==> src/rtl/sfd_pkg.sv <==
package sfd_pkg;

    // Default word width of the serial stream
    localparam int SFD_WORD_W = 20;

    // Whether the working stage holds a live operand pair
    typedef enum logic [0:0] {
        CORE_EMPTY = 1'b0,
        CORE_RUN   = 1'b1
    } core_state_e;

    // Result qualifiers carried next to the quotient
    typedef struct packed {
        logic ovf;
        logic neg;
    } quo_flags_t;

    // Sign of the quotient: a zero divisor takes the dividend's sign alone
    function automatic logic quot_negative(input logic dvd_sign,
                                           input logic dvs_sign,
                                           input logic dvs_zero);
        return dvs_zero ? dvd_sign : (dvd_sign ^ dvs_sign);
    endfunction

endpackage

==> src/rtl/sfd_framer.sv <==
module sfd_framer #(
    parameter int W = sfd_pkg::SFD_WORD_W
) (
    input  logic clk,
    input  logic rst,
    input  logic word_sync,
    output logic word_end,
    output logic step_en
);
    localparam int CW = $clog2(W);
    localparam logic [CW-1:0] LAST = CW'(W - 1);

    logic [CW-1:0] cnt_q;
    logic [CW-1:0] idx;
    logic          framed_q;
    logic          framed;

    // The strobe forces bit 0; otherwise the free-running count is used
    assign idx    = word_sync ? '0 : cnt_q;
    assign framed = framed_q | word_sync;

    assign word_end = framed && (idx == LAST);
    assign step_en  = framed && (idx != LAST);

    always_ff @(posedge clk) begin
        if (rst) begin
            cnt_q    <= '0;
            framed_q <= 1'b0;
        end else begin
            framed_q <= framed;
            cnt_q    <= (idx == LAST) ? '0 : idx + 1'b1;
        end
    end

    // once framed, word ends are exactly W cycles apart unless the strobe realigns
    logic [CW-1:0] gap_q;
    always_ff @(posedge clk) begin
        if (rst)           gap_q <= '0;
        else if (word_end) gap_q <= '0;
        else if (framed)   gap_q <= gap_q + 1'b1;
    end
    p_word_period_r1: assert property (@(posedge clk) disable iff (rst)
        (framed_q && !word_sync && gap_q == CW'(W - 1)) |-> word_end);

endmodule

==> src/rtl/sfd_deser.sv <==
module sfd_deser #(
    parameter int W = sfd_pkg::SFD_WORD_W
) (
    input  logic         clk,
    input  logic         rst,
    input  logic         dvd_bit,
    input  logic         dvs_bit,
    output logic [W-1:0] dvd_word,
    output logic [W-1:0] dvs_word
);
    logic [W-1:0] dvd_sr;
    logic [W-1:0] dvs_sr;

    // LSB first: each new bit enters at the top, older bits move down
    always_ff @(posedge clk) begin
        if (rst) begin
            dvd_sr <= '0;
            dvs_sr <= '0;
        end else begin
            dvd_sr <= {dvd_bit, dvd_sr[W-1:1]};
            dvs_sr <= {dvs_bit, dvs_sr[W-1:1]};
        end
    end

    // Word as it stands once the current (last) bit is included
    assign dvd_word = {dvd_bit, dvd_sr[W-1:1]};
    assign dvs_word = {dvs_bit, dvs_sr[W-1:1]};

endmodule

==> src/rtl/sfd_core.sv <==
module sfd_core
    import sfd_pkg::*;
#(
    parameter int W = SFD_WORD_W
) (
    input  logic         clk,
    input  logic         rst,
    input  logic         load,
    input  logic         step,
    input  logic [W-1:0] dvd_word,
    input  logic [W-1:0] dvs_word,
    output logic [W-1:0] res_q,
    output logic         res_ovf,
    output logic         res_valid,
    output logic         res_neg
);
    localparam int RW = W + 2;
    localparam logic [W-1:0] POS_MAX = {1'b0, {(W-1){1'b1}}};
    localparam logic [W-1:0] NEG_MAX = {1'b1, {(W-1){1'b0}}};

    core_state_e     st_q;
    quo_flags_t      fl_q;
    logic [RW-1:0]   rem_q;
    logic [W-1:0]    dsr_q;
    logic [W-1:0]    qacc_q;

    logic [W-1:0]    dvd_mag;
    logic [W-1:0]    dvs_mag;
    logic            dvs_zero;
    logic [RW-1:0]   rem_sh;
    logic [RW-1:0]   dsr_ext;
    logic [RW-1:0]   rem_nx;

    // Magnitudes; the most negative value maps to 2^(W-1) as unsigned
    assign dvd_mag  = dvd_word[W-1] ? (~dvd_word + 1'b1) : dvd_word;
    assign dvs_mag  = dvs_word[W-1] ? (~dvs_word + 1'b1) : dvs_word;
    assign dvs_zero = (dvs_word == '0);

    // One non-restoring step: shift, then add or subtract by remainder sign
    assign rem_sh  = {rem_q[RW-2:0], 1'b0};
    assign dsr_ext = {2'b00, dsr_q};
    assign rem_nx  = rem_q[RW-1] ? (rem_sh + dsr_ext) : (rem_sh - dsr_ext);

    always_ff @(posedge clk) begin
        if (rst) begin
            st_q   <= CORE_EMPTY;
            fl_q   <= '0;
            rem_q  <= '0;
            dsr_q  <= '0;
            qacc_q <= '0;
        end else if (load) begin
            st_q     <= CORE_RUN;
            rem_q    <= {2'b00, dvd_mag};
            dsr_q    <= dvs_mag;
            qacc_q   <= '0;
            fl_q.ovf <= dvs_zero || (dvd_mag >= dvs_mag);
            fl_q.neg <= quot_negative(dvd_word[W-1], dvs_word[W-1], dvs_zero);
        end else if (step && st_q == CORE_RUN && !fl_q.ovf) begin
            rem_q  <= rem_nx;
            qacc_q <= {qacc_q[W-2:0], ~rem_nx[RW-1]};
        end
    end

    // Sign correction and saturation of the finished quotient
    always_comb begin
        if (fl_q.ovf)      res_q = fl_q.neg ? NEG_MAX : POS_MAX;
        else if (fl_q.neg) res_q = ~qacc_q + 1'b1;
        else               res_q = qacc_q;
    end

    assign res_ovf   = fl_q.ovf;
    assign res_neg   = fl_q.neg;
    assign res_valid = (st_q == CORE_RUN);

    // the partial remainder stays within [-D, D) throughout a valid divide
    p_rem_bound_r3: assert property (@(posedge clk) disable iff (rst)
        (st_q == CORE_RUN && !fl_q.ovf) |->
        ($signed(rem_q) >= -$signed(dsr_ext) && $signed(rem_q) < $signed(dsr_ext)));

    // a valid magnitude never reaches the sign bit, so negation is exact
    p_qmag_r4: assert property (@(posedge clk) disable iff (rst)
        (load && st_q == CORE_RUN && !fl_q.ovf) |-> (qacc_q[W-1] == 1'b0));

endmodule

==> src/rtl/sfd_ser.sv <==
module sfd_ser #(
    parameter int W = sfd_pkg::SFD_WORD_W
) (
    input  logic         clk,
    input  logic         rst,
    input  logic         load,
    input  logic         res_valid,
    input  logic [W-1:0] res_q,
    input  logic         res_ovf,
    input  logic         res_neg,
    output logic         q_bit,
    output logic         ovf_flag
);
    localparam logic [W-1:0] POS_MAX = {1'b0, {(W-1){1'b1}}};
    localparam logic [W-1:0] NEG_MAX = {1'b1, {(W-1){1'b0}}};

    logic [W-1:0] out_sr;
    logic         ovf_q;

    always_ff @(posedge clk) begin
        if (rst) begin
            out_sr <= '0;
            ovf_q  <= 1'b0;
        end else if (load) begin
            out_sr <= res_valid ? res_q : '0;
            ovf_q  <= res_valid && res_ovf;
        end else begin
            out_sr <= {1'b0, out_sr[W-1:1]};
        end
    end

    assign q_bit    = out_sr[0];
    assign ovf_flag = ovf_q;

    // an overflowed result always leaves as one of the two saturation words
    p_sat_word_r5: assert property (@(posedge clk) disable iff (rst)
        (load && res_valid && res_ovf) |=> (out_sr == POS_MAX || out_sr == NEG_MAX));

    // a nonzero valid quotient carries the sign decided from the operands
    p_quot_sign_r4: assert property (@(posedge clk) disable iff (rst)
        (load && res_valid && !res_ovf && res_q != '0) |=> (out_sr[W-1] == $past(res_neg)));

endmodule

==> src/rtl/serial_frac_divider.sv <==
module serial_frac_divider
    import sfd_pkg::*;
#(
    parameter int W = SFD_WORD_W
) (
    input  logic clk,
    input  logic rst,
    input  logic word_sync,
    input  logic dvd_in,
    input  logic dvs_in,
    output logic quo_out,
    output logic ovf_out
);
    logic         word_end;
    logic         step_en;
    logic [W-1:0] dvd_word;
    logic [W-1:0] dvs_word;
    logic [W-1:0] res_q;
    logic         res_ovf;
    logic         res_valid;
    logic         res_neg;

    sfd_framer #(.W(W)) u_framer (
        .clk       (clk),
        .rst       (rst),
        .word_sync (word_sync),
        .word_end  (word_end),
        .step_en   (step_en)
    );

    sfd_deser #(.W(W)) u_deser (
        .clk      (clk),
        .rst      (rst),
        .dvd_bit  (dvd_in),
        .dvs_bit  (dvs_in),
        .dvd_word (dvd_word),
        .dvs_word (dvs_word)
    );

    sfd_core #(.W(W)) u_core (
        .clk       (clk),
        .rst       (rst),
        .load      (word_end),
        .step      (step_en),
        .dvd_word  (dvd_word),
        .dvs_word  (dvs_word),
        .res_q     (res_q),
        .res_ovf   (res_ovf),
        .res_valid (res_valid),
        .res_neg   (res_neg)
    );

    sfd_ser #(.W(W)) u_ser (
        .clk       (clk),
        .rst       (rst),
        .load      (word_end),
        .res_valid (res_valid),
        .res_q     (res_q),
        .res_ovf   (res_ovf),
        .res_neg   (res_neg),
        .q_bit     (quo_out),
        .ovf_flag  (ovf_out)
    );

    // the overflow flag moves only on the clock that closes a word
    p_ovf_hold_r2: assert property (@(posedge clk) disable iff (rst)
        !word_end |=> $stable(ovf_out));

    // nothing leaves before two word ends have occurred
    logic [1:0] words_seen_q;
    always_ff @(posedge clk) begin
        if (rst)                                 words_seen_q <= '0;
        else if (word_end && words_seen_q != 2'd2) words_seen_q <= words_seen_q + 1'b1;
    end
    p_idle_out_r8: assert property (@(posedge clk) disable iff (rst)
        (words_seen_q != 2'd2) |-> (!quo_out && !ovf_out));

endmodule

==> config.mk <==
export PLATFORM = sky130hd
export DESIGN_NAME = serial_frac_divider
export DESIGN_NICKNAME = d
export VERILOG_FILES = /design/src/rtl/sfd_pkg.sv /design/src/rtl/sfd_framer.sv /design/src/rtl/sfd_deser.sv /design/src/rtl/sfd_core.sv /design/src/rtl/sfd_ser.sv /design/src/rtl/serial_frac_divider.sv
export SDC_FILE = /design/constraint.sdc
export NUM_CORES = 1
export LEC_CHECK = 0
export CORE_UTILIZATION = 55
export DETAILED_ROUTE_END_ITERATION = 16
export DONT_BUFFER_PORTS = 1
export PLACE_DENSITY = 0.81
export SYNTH_ARGS = -nofsm -noshare
export SYNTH_HDL_FRONTEND = slang
export SYNTH_HIERARCHICAL = 1
export SYNTH_SLANG_ARGS = --single-unit
export TNS_END_PERCENT = 10
==> constraint.sdc <==
create_clock -name clk -period 4.1 [get_ports clk]
set_clock_uncertainty 0.15 [all_clocks]
set_input_delay 1.025 -clock clk [delete_from_list [all_inputs] [get_ports clk]]
set_output_delay 1.025 -clock clk [all_outputs]
set_load 0.01 [all_outputs]
Word-level counts from Yosys, hierarchy flattened
Index checks and enable logic that the tools add are counted.
{"block": "totals", "ff_bits": 132, "inputBits": 5, "output_inout_bits": 2, "wordCells": 55}
{"block": "classes", "order_cmp": 1, "n_bitwise": 8, "n_eq_ne": 2, "muxes": 12, "n_reduce_logical": 12, "n_addsub": 6}
{"operator": "20-bit two-way mux", "count": 7}
{"operator": "20-bit by 1-bit adder with 20-bit output (second input constant)", "count": 3}
{"operator": "20-bit inverter", "count": 3}
{"operator": "19-bit two-way mux", "count": 2}
{"operator": "22-bit by 20-bit adder with 22-bit output", "count": 1}
{"operator": "22-bit two-way mux", "count": 1}
{"operator": "22-bit by 20-bit subtractor with 22-bit output", "count": 1}
{"operator": "20-bit greater-or-equal comparator", "count": 1}
{"operator": "20-bit zero test", "count": 1}
{"operator": "5-bit by 1-bit adder with 5-bit output (second input constant)", "count": 1}
{"operator": "5-bit == test (second input constant)", "count": 1}
{"operator": "1-bit logical AND", "count": 5}
{"operator": "5-bit two-way mux", "count": 1}
{"operator": "5-bit != test (second input constant)", "count": 1}
{"operator": "2-bit OR reduction", "count": 2}
{"operator": "1-bit inverter", "count": 3}
{"operator": "3-bit OR reduction", "count": 1}
{"operator": "2-bit nonzero test", "count": 1}
{"operator": "1-bit zero test", "count": 1}
{"operator": "1-bit logical OR", "count": 1}
{"operator": "1-bit two-way mux", "count": 1}
{"operator": "1-bit OR", "count": 1}
{"operator": "1-bit bitwise XOR", "count": 1}

Longest topological paths before layout
{"block": "logic_depth", "ltp_word": 7, "ltp_mapped": 15, "mapped_depth_nobuf": 15}

By module
Netlist, hierarchy kept.
{"mod": "sfd_core", "area_each_um2": 6299.8, "seq_area_each_um2": 1301.2, "instances": 1, "cells_each": 879}
{"mod": "sfd_deser", "area_each_um2": 1227.4, "seq_area_each_um2": 760.7, "instances": 1, "cells_each": 82}
{"mod": "sfd_ser", "area_each_um2": 824.5, "seq_area_each_um2": 420.4, "instances": 1, "cells_each": 90}
{"mod": "sfd_framer", "area_each_um2": 305.3, "seq_area_each_um2": 120.1, "instances": 1, "cells_each": 31}

Least setup slack after synthesis
Ideal clock, no wire load.
{"block": "synth_timing", "path_kind": "input to register", "startpoint": "input word_sync", "endpoint": "register u_core.qacc_q[10]", "path_buffers": 4, "required_time_ns": 3.818, "cell_stages": 10, "arrival_time_ns": 3.410, "path_slack_ns": 0.408, "setup_ns": 0.132, "cell_sequence": "buf_2 > nor2b_1 > ha_1 > nand4bb_4 > nor3b_1 > clkbuf_1 > or2_2 > clkbuf_1 > clkbuf_1 > a21oi_1"}
{"block": "synth_via", "word_cells_on_any_way": 9, "cone_classes": "eq/ne: 2; mux: 1; bitwise: 1; reduce/logical: 5"}
{"element": "from (decl)", "line": "serial_frac_divider.sv:8", "text": "input logic word_sync,"}
{"element": "5-bit two-way mux", "line": "sfd_framer.sv:19", "text": "assign idx = word_sync ? '0 : cnt_q;"}
{"element": "5-bit == test", "line": "sfd_framer.sv:22", "text": "assign word_end = framed && (idx == LAST);"}
{"element": "1-bit logical AND *", "line": "sfd_framer.sv:22"}
{"element": "net word_end", "line": "serial_frac_divider.sv:14", "text": "logic word_end;"}
{"element": "2-bit OR reduction (no source line) *"}
{"element": "to (signal assigned)", "line": "sfd_core.sv:60", "text": "qacc_q <= {qacc_q[W-2:0], ~rem_nx[RW-1]};"}
{"element": "to (decl)", "line": "sfd_core.sv:25", "text": "logic [W-1:0] qacc_q;"}
The timed path passes the listed nets; every way through them passes the cells marked *.
A chain may end at the register's enable or synchronous reset.

Worst setup path after layout
{"block": "layout_timing", "startpoint": "register u_deser.dvs_sr[7]", "endpoint": "register u_core.fl_q, in the netlist u_core/res_ovf"}
{"block": "layout_via", "elab_chain_cells": 5, "word_cells_on_any_way": 6, "cone_classes": "add/sub: 1; order compare: 1; mux: 1; bitwise: 1; reduce/logical: 2"}
{"element": "from (decl)", "line": "sfd_deser.sv:12", "text": "logic [W-1:0] dvs_sr;"}
{"element": "from (signal assigned)", "line": "sfd_deser.sv:21", "text": "dvs_sr <= {dvs_bit, dvs_sr[W-1:1]};"}
{"element": "20-bit inverter", "line": "sfd_core.sv:36", "text": "assign dvs_mag = dvs_word[W-1] ? (~dvs_word + 1'b1) : dvs_word;"}
{"element": "20-bit by 1-bit adder with 20-bit output", "line": "sfd_core.sv:36"}
{"element": "20-bit two-way mux", "line": "sfd_core.sv:36"}
{"element": "20-bit greater-or-equal comparator", "line": "sfd_core.sv:56", "text": "fl_q.ovf <= dvs_zero || (dvd_mag >= dvs_mag);"}
{"element": "1-bit logical OR *", "line": "sfd_core.sv:56"}
{"element": "to (decl)", "line": "sfd_core.sv:22", "text": "quo_flags_t fl_q;"}
Every way passes the cells marked *; elsewhere a longest branch is shown, timed or not.

==> summary.md <==
| Metric | Value |
|---|---|
| Status | `complete, no violations` |
| Vias in the first global route | `6755` |
| I/O Buffers | `0` |
| Crit. Startpoint | `u_deser/dvs_sr[7]` |
| Final setup violation count | `0` |
| Slew @ Worst Pin | `0.902 ns` |
| Yosys warns | `6` |
| Register area share after synthesis | `30.1%` |
| Max transition margin | `39.3%` |
| Setup tns final | `0 ns` |
| VDD IR max | `388 uV` |
| Placed Area | `8650 um2` |
| Gpl congestion | `0.979` |
| RSZ-0062 raised after global routing | `false` |
| Critical R2R Launch | `u_deser/dvs_sr[7]` |
| Hold Vio Cnt, Final | `0` |
| Min-delay worst type | `flip-flop to flip-flop` |
| DP Cell Count | `1233` |
| Largest net degree at the start of global routing | `106` |
| Library cells used by synthesis | `73` |
| Syn Nets | `1151` |
| Total power | `0.00266 W` |
| Top cell type's share of synthesized area | `30.1%` |
| Clk_lat worst skew | `0.42 ns` |
| Crit path DAT | `3.82 ns` |
| I/O Pins | `7` |
| DP HPWL | `13700 um` |
| Critical path endpoint | `u_core/res_ovf` |
| Largest area contributor in the netlist | `dfxtp_1` |
| Post-route insts no fill | `1263` |
| CTS Hold Bufs | `0` |
| Worst setup EP type | `flip-flop` |
| Area growth from synthesis to layout | `5.90%` |
| Tcrit/Tclk final | `88.8%` |
| Root Driver | `clkbuf_16` |
| FF-to-FF End | `u_core/res_ovf` |
| Setup bufs post-CTS | `0` |
| Final net count | `1110` |
| Final hold slack | `0.293 ns` |
| Syn Inst Count | `1082` |
| CTS tree | `yes` |
| Startpoint types | `flip-flop` |
| Number of remaining DRC errors | `0` |
| Cell area after synthesis | `8660 um2` |
| Top cells by area, synth | `dfxtp_1 (30%), ha_1 (9.0%), a21oi_1 (6.1%)` |
| Drt wl/cell | `15.6 um` |
| Power density over cell area | `290 nW/um2` |
| CTS clk-pin slew, worst paths | `0.05 ns` |
| Antenna diodes | `0` |
| CTS resizes | `0` |
| Total core area | `15300 um2` |
| Initial core utilization | `56.7%` |
| Die H | `127 um` |
| Die Width | `127 um` |
| Post-synth EDFFs | `0` |
| Total GRT Usage | `24.8%` |
| Worst reg2reg path depth | `12` |
| Critical path type | `flip-flop to flip-flop` |
| Crit path required time | `4.27 ns` |
| First-pass GRT wire length | `32300 um` |
| Syn_area_per_cell | `8.00 um2` |
| Max-Cap Viols | `0` |
| Clk sinks | `130` |
| Routed wire length | `19600 um` |
| Most used DFF post-synth | `dfxtp_1` |
| Row count | `45` |
| Die ar. | `16200 um2` |
| Final ANT Viol Nets | `0` |
| CP max FO | `4` |
| Number of H-tree levels | `4` |
| Vias | `7399` |
| TritonRoute pass-1 iters | `5` |
| DRT iter0 DRCs | `475` |
| Final instance area | `9170 um2` |
| CTS max path bufs | `2` |
| Internal reg-to-reg setup slack | `0.46 ns` |
| Post-synth ARST share | `0%` |
| Layout cells sized above 1 | `6.75%` |
| Leak pwr | `3.49 nW` |
| Synthesis-stage register bit count | `130` |
| Count of pins over their slew limit | `0` |
| Fin crit period | `3.64 ns` |
| Vias per cell | `5.86` |
| Fmax | `275 MHz` |
| Num CTS Buffers | `17` |
| Fillers | `1339` |
| Total global routing overflow | `0` |
| Initial antenna violation count | `0` |
where the power goes:
group          switching, W  internal (W)  total [W]
clock network      0.000515      0.000808    0.00132
logic             0.0000317     0.0000273  0.0000590
registers        0.00000569       0.00127    0.00128
total              0.000553       0.00211    0.00266
state kept, by name, summed over array words and instances (netlist names):
name	flops
u_core/rem_q	22
u_core/dsr_q	20
u_core/qacc_q	20
u_ser/out_sr	20
u_deser/dvd_sr	19
u_deser/dvs_sr	19
u_framer/cnt_q	5
u_core/res_neg	1
u_core/res_ovf	1
u_core/res_valid	1
u_framer/framed_q	1
u_ser/ovf_flag	1
stage by stage:
| stage | worst slack [ns] | util (%) |
|---|---|---|
| 2_1_floorplan | 0.408 | - |
| 3_3_place_gp | 0.664 | 56.7 |
| 3_5_place_dp | 0.575 | 56.7 |
| 4_1_cts | 0.537 | 60.1 |
| 5_1_grt | 0.258 | 60.1 |
| 6_report | 0.459 | 60.1 |
cells in the mapped netlist, types with 25 or more instances:
| library cell | instances |
|---|---|
| dfxtp_1 | 130 |
| a21oi_1 | 105 |
| nor2_1 | 105 |
| nand2_1 | 98 |
| ha_1 | 62 |
| inv_1 | 51 |
| o21ai_0 | 47 |
| clkbuf_1 | 44 |
| xor2_1 | 37 |
| nand3_1 | 35 |
| nand2b_1 | 33 |
| xnor2_1 | 29 |
| nor2b_1 | 26 |
| a211oi_1 | 25 |
cell families (layout without fill, tap and decap cells):
family | after synthesis | in the layout | share of synthesized area [%]
adders and majority gates | 64 | 64 | 9.42
xor gates and xnor gates | 67 | 67 | 6.87
muxes | 6 | 6 | 0.694
buffers and inverters | 119 | 89 | 6.10
AOI/OAI and AO/OA | 282 | 282 | 20.6
and+or+nand+nor | 414 | 414 | 26.2
DFF | 130 | 130 | 30.1
worst min-delay path by stage:
stage | from | endpoint | slack [ns] | cells after the start
after CTS | u_ser/out_sr[11] | u_ser/out_sr[10] | 0.30 | 2
final | u_ser/out_sr[11] | u_ser/out_sr[10] | 0.29 | 2
after detailed placement | u_ser/out_sr[10] | u_ser/out_sr[9] | 0.28 | 2
after global routing | u_ser/out_sr[14] | u_ser/out_sr[13] | 0.31 | 2
after floorplan | u_ser/out_sr[11] | u_ser/out_sr[10] | 0.28 | 2
after global placement | u_ser/out_sr[19] | u_ser/out_sr[18] | 0.28 | 2
routing by layer:
layer	global-route usage, %	vias to the layer above	wire length (um)
met5	0	-	0
met4	9.59	0	455
met3	4.98	41	1060
met2	40.5	200	9050
met1	32.2	3441	9080
li1	-	3717	-
worst max-delay path: stages, from the launching register on:
cell and delay (ns):
dfxtp_1 0.33, nor4_1 0.37, nand2_1 0.20, or4_1 0.56, nor4_1 0.47, inv_1 0.08
o21ai_0 0.20, xor2_1 0.13, ha_1 0.31, nand4_1 0.10, nor2_1 0.22, o2111ai_1 0.18
a311oi_1 0.25
cell usage in the layout, fill, tap and decap left out, types with 6 or more instances in the layout:
master,instances
nor2b_4,20
clkbuf_16,17
o31ai_1,22
a21o_1,11
nand4_1,10
a31oi_1,8
nor4_1,12
a211oi_1,25
dfxtp_1,130
or4_1,9
nor2b_1,26
xor2_1,37
o21bai_1,6
and3_1,7
buf_4,8
xnor2_1,29
o22ai_1,8
inv_1,51
mux2i_1,6
nand2_1,98
o211ai_1,7
nand3_1,35
ha_1,62
nor3_1,17
or3_1,10
a21oi_1,105
o21ai_0,47
nand2b_1,33
and2b_1,6
nor2_1,104
layout make-up:
type | instances | area (um2) | area share [%]
well taps | 211 | 264 | 2.88
clock inverters | 5 | 30.0 | 0.328
clock buffers | 25 | 485 | 5.30
inverters | 51 | 191 | 2.09
flip-flops and latches | 130 | 2600 | 28.4
repair buffers | 8 | 60.1 | 0.655
multi-input cells | 833 | 5530 | 60.4
No activity file was read; power rests on OpenSTA's default activity.
